$ cat config.mk
export PLATFORM = sky130hd
export DESIGN_NAME = load_power_seg
export DESIGN_NICKNAME = d
export VERILOG_FILES = /design/src/rtl/load_power_seg.sv
export SDC_FILE = /design/constraint.sdc
export NUM_CORES = 1
export LEC_CHECK = 0
export ABC_CLOCK_PERIOD_IN_PS = 9100
export BUFFER_PORTS_ARGS = -buffer_cell sky130_fd_sc_hd__buf_2
export CORE_ASPECT_RATIO = 1.25
export CORE_UTILIZATION = 35
export CTS_CLUSTER_DIAMETER = 40
export DETAILED_ROUTE_END_ITERATION = 10
export PLACE_DENSITY_LB_ADDON = 0.2
export SETUP_SLACK_MARGIN = 0.2
export SLEW_MARGIN = 20
export SYNTH_ARGS = -nofsm -noshare
export SYNTH_HDL_FRONTEND = slang
export SYNTH_SLANG_ARGS = --single-unit
$ cat constraint.sdc
create_clock -name clk -period 9.1 [get_ports clk]
set_clock_uncertainty 0.2 [all_clocks]
set_input_delay 0.455 -clock clk [delete_from_list [all_inputs] [get_ports clk]]
set_output_delay 0.455 -clock clk [all_outputs]
set_load 0.02 [all_outputs]
$ cat src/rtl/load_power_seg.sv
module load_power_seg #(
  parameter int WIN  = 256,
  parameter int VW   = 10,
  parameter int PW   = 16,
  parameter int NSEG = 7
) (
  input  logic                 clk,
  input  logic                 rst_n,
  input  logic                 cmp_toggle,
  input  logic                 hs_on,
  input  logic [VW-1:0]        vcode,
  input  logic [NSEG*PW-1:0]   thr_flat,
  input  logic                 cycle_start,
  output logic [$clog2(NSEG+1)-1:0] level,
  output logic [NSEG-1:0]      nseg_en,
  output logic [NSEG-1:0]      pseg_en
);
  localparam int CW  = $clog2(WIN + 1);
  localparam int WCW = (WIN > 1) ? $clog2(WIN) : 1;
  localparam int LW  = $clog2(NSEG + 1);
  localparam int FW  = CW + VW;

  logic [2:0]     sy;
  logic [WCW-1:0] wcnt;
  logic [CW-1:0]  cnt, cnt_lat;
  logic [FW-1:0]  prod;
  logic [PW-1:0]  power;
  logic [LW-1:0]  lvl_next;
  logic           inc, last;

  assign inc  = (sy[1] ^ sy[2]) & hs_on;
  assign last = (wcnt == WCW'(WIN - 1));

  always_ff @(posedge clk or negedge rst_n)
    if (!rst_n) sy <= '0;
    else        sy <= {sy[1:0], cmp_toggle};

  always_ff @(posedge clk or negedge rst_n)
    if (!rst_n) begin
      wcnt    <= '0;
      cnt     <= '0;
      cnt_lat <= '0;
    end else if (last) begin
      wcnt    <= '0;
      cnt     <= '0;
      cnt_lat <= cnt + CW'(inc);
    end else begin
      wcnt    <= wcnt + 1'b1;
      cnt     <= cnt + CW'(inc);
    end

  assign prod = FW'(cnt_lat) * FW'(vcode);

  generate
    if (FW > PW) begin : g_sat
      assign power = (|prod[FW-1:PW]) ? '1 : prod[PW-1:0];
    end else begin : g_nosat
      assign power = PW'(prod);
    end
  endgenerate

  always_comb begin
    lvl_next = '0;
    for (int k = 0; k < NSEG; k++)
      if (power >= thr_flat[k*PW +: PW]) lvl_next = lvl_next + 1'b1;
  end

  always_ff @(posedge clk or negedge rst_n)
    if (!rst_n)           level <= '0;
    else if (cycle_start) level <= lvl_next;

  generate
    for (genvar i = 0; i < NSEG; i++) begin : g_seg
      assign nseg_en[i] = (LW'(i) <= level);
    end
  endgenerate
  assign pseg_en = nseg_en;

  assert_seg0_on_R6: assert property (@(posedge clk) disable iff (!rst_n)
    nseg_en[0]);
  assert_thermo_R6: assert property (@(posedge clk) disable iff (!rst_n)
    ((nseg_en & (nseg_en + 1'b1)) == '0));
  assert_arrays_match_R7: assert property (@(posedge clk) disable iff (!rst_n)
    pseg_en == nseg_en);
  assert_hold_R8: assert property (@(posedge clk) disable iff (!rst_n)
    !cycle_start |=> $stable(level));
  assert_gate_R3: assert property (@(posedge clk) disable iff (!rst_n)
    (!hs_on && !last) |=> $stable(cnt));
  assert_clear_R2: assert property (@(posedge clk) disable iff (!rst_n)
    last |=> (cnt == '0));
endmodule

==> results.py <==
metrics = {
    "placement": {
        "place.port_buffers": 141,
        "dpl.hpwl_mm": 16.5,
        "place.gp.congestion": 0.851,
        "dp_cells": 1364,
    },
    "final_layout": {
        "fill_cells": 2089,
        "layout.area.seq_um2": 812,
        "drive_gt1_share_pct": 31.7,
        "post-route-util_pct": 47.1,
        "syn2layout_area_growth_pct": 31.6,
        "multiInputGateArea_um2": 6280,
        "final_nets": 1465,
        "fin_cells": 1397,
    },
    "detailed_routing": {
        "drtIter0Drc": 218,
        "wl_per_cell_um": 13.7,
        "routed_wirelength_mm": 19.2,
        "via_per_inst": 4.64,
        "via_count": 6479,
        "drt-pass1-iter-count": 4,
        "drtAntennaViolNets": 0,
        "drcViolationCount": 0,
    },
    "die": {
        "coreArea_um2": 20800,
        "pin_count": 144,
        "rows": 59,
        "die_width_um": 132,
        "initial_core_util_pct": 35.8,
        "die_area_um2": 21900,
        "die_h_um": 165,
    },
    "critical_path": {
        "r2r_slack_ns": 0.22,
        "path_class": "flip-flop to flip-flop",
        "critPathLaunchType": "flip-flop",
        "worst_r2r_endpoint": "level[2]",
        "end_kind": "flip-flop",
        "cp_max_fo": 5,
        "arrival_ns": 8.84,
        "r2r-start": "cnt_lat[6]",
        "worst_path_max_delay_cell": "fa_1",
        "cpPeakStageDelay_ns": 0.54,
        "reg2reg_depth": 39,
        "cp_common_cell": "ha_4",
        "crit_required_ns": 9.06,
    },
    "synthesis": {
        "synth_area_leaders": "ha_1 (27%), fa_1 (15%), dfrtp_1 (11%), inv_1 (9.7%), and2_1 (5.0%)",
        "synth-seq-cells": 32,
        "synth_most_common_cell": "inv_1",
        "ys_seq_area_share_pct": 10.8,
        "synth_top_cells_by_count": "inv_1 (192), ha_1 (160), nand2_1 (62), and2_1 (59), fa_1 (57)",
        "yosys_warnings": 0,
        "synth-async-reset-ratio_pct": 100,
        "netlist_instances": 897,
        "yosysTopAreaCell": "ha_1",
        "synthFlopType": "dfrtp_1",
        "synth_enable_flop_cells": 0,
        "syn_area_per_cell_um2": 8.30,
        "synth_top_area_share_pct": 26.9,
        "synth_area_um2": 7450,
        "yosysUniqueCellTypes": 58,
    },
    "timing": {
        "hold_viol_final": 0,
        "finalCritPeriodShare_pct": 97.6,
        "max_freq_ghz": 0.113,
        "slew_violations": 0,
        "grt_setup_unrepaired": "true",
        "min_period_ns": 8.88,
        "maxSlewHeadroom_pct": 51.6,
        "finalSetupViolCount": 0,
        "worst_pin_slew_ns": 0.725,
        "tns_ns": 0,
    },
    "job": {
        "drv_cap": 0,
    },
    "clock_tree": {
        "htree_levels": 2,
        "clockBufferDepth": 2,
        "holdBufCountCts": 0,
        "path_clk_slew_ns": 0.06,
        "cts_buffers": 5,
        "clkSinkCount": 32,
        "clk_latency_ns": 0.28,
        "clockRootBuffer": "clkbuf_16",
        "cts_tree": "built",
    },
    "grt": {
        "grt_max_degree": 33,
        "grt_pass1_wl_mm": 31.6,
        "grtUsageTotal_pct": 18.0,
        "overflow": 0,
        "grt_pass1_vias": 6646,
        "antenna_found_initial": 1,
    },
    "worst_hold_path": {
        "hp-class": "input pin to async pin",
    },
    "run_status": {
        "status": "finished clean",
    },
    "power": {
        "p_leak_nw": 5.18,
        "vdd_ir_drop_max_mv": 0.310,
        "p_per_area_nw_per_um2": 397,
    },
}
==> cell type report <==
type / count / area share, %
inverter: 192 / 7.36
antenna: 1 / 0.0255
clock buffer: 6 / 1.32
multi-input combinational: 651 / 64.1
tap: 274 / 3.50
clock inverter: 2 / 0.358
sequential: 32 / 8.29
timing repair buffer: 239 / 15.0
==> sequential cells by signal, summed over array words and instances, names as in the netlist <==
register / cells
wcnt: 8
cnt: 9
cnt_lat: 9
sy: 3
level: 3
==> worst max-delay path by stage <==
stage / end / cells after the start / startpoint / slack, ns
floorplan: level[2] / 42 / cnt_lat[6] / 0.22
finish: level[2] / 39 / cnt_lat[6] / 0.22
global placement: level[2] / 40 / vcode[7] / -0.24
detailed placement: level[2] / 40 / vcode[3] / -0.34
CTS: level[2] / 41 / cnt_lat[4] / 0.11
global route: level[2] / 40 / cnt_lat[2] / -0.14
==> per-stage QoR <==
stage / hold WS (ns) / cell area (um^2) / total power, mW / worst slack, ns
3_5_place_dp: 0.140 / 9060 / 3.19 / -0.335
3_3_place_gp: 0.134 / 9060 / 3.15 / -0.235
6_report: 0.0370 / 9800 / 3.89 / 0.220
5_1_grt: 0.0730 / 9800 / 4.35 / -0.140
4_1_cts: 0.0612 / 9590 / 3.74 / 0.111
2_1_floorplan: -0.0406 / 7620 / 2.28 / 0.217
==> placed cells by master (no fill, tap or decap), types with 7 or more instances in the layout <==
cell type	instances
a21oi_1	32
ha_4	13
dfrtp_1	23
fa_1	51
nand4_1	15
a21oi_2	9
a211oi_1	8
inv_1	186
ha_1	144
xnor2_1	11
nand2_2	7
buf_4	90
or2_2	8
o211ai_1	7
and2_1	53
nand2b_1	7
nor3_1	8
nand2_1	55
nor2b_1	13
o21a_1	8
a21o_1	24
dfrtp_2	9
nor2_1	37
o21ai_0	16
buf_2	142
nand3_1	10
xor2_1	12
and3_1	8
==> worst max-delay path, delay by kind of cell, from the launching register on <==
kind	cells	cell delay, ns
xor+xnor	2	0.31
flops	1	0.47
compound gates	13	2.18
mux	4	1.08
fa+ha+maj	11	3.58
buf+inv	3	0.23
simple gates	6	0.69
==> timing repair <==
item                       CTS  global route
gates resized for setup     55            37
pin swaps                   61            62
setup buffers               18             6
setup endpoints to repair    2             2
==> routing by layer <==
layer  track usage (%)  up-vias  wire length (um)
met5                 0        -                 0
met4              2.46        0                74
met3              1.71        6               664
met2              34.7      115              9810
met1              21.9     2965              8660
li1                  -     3393                 -
==> logic make-up (layout without fill, tap and decap cells) <==
group	count (synthesis)	in the layout	synth area share, %
muxes	8	8	1.33
xor gates and xnor gates	27	27	3.46
other	1	3	0.0504
buffers and inverters	215	439	11.2
and+or+nand+nor	250	250	17.6
adders and majority gates	217	217	42.2
DFF	32	32	10.8
AOI/OAI and AO/OA	147	147	13.4
==> power breakdown <==
part	internal, mW	switching, mW	total, mW	leakage (nW)
logic	1.85	1.66	3.52	4.73
clock network	0.129	0.0614	0.190	0.0808
registers	0.168	0.0197	0.188	0.369
(Power assumes the default switching activity.)
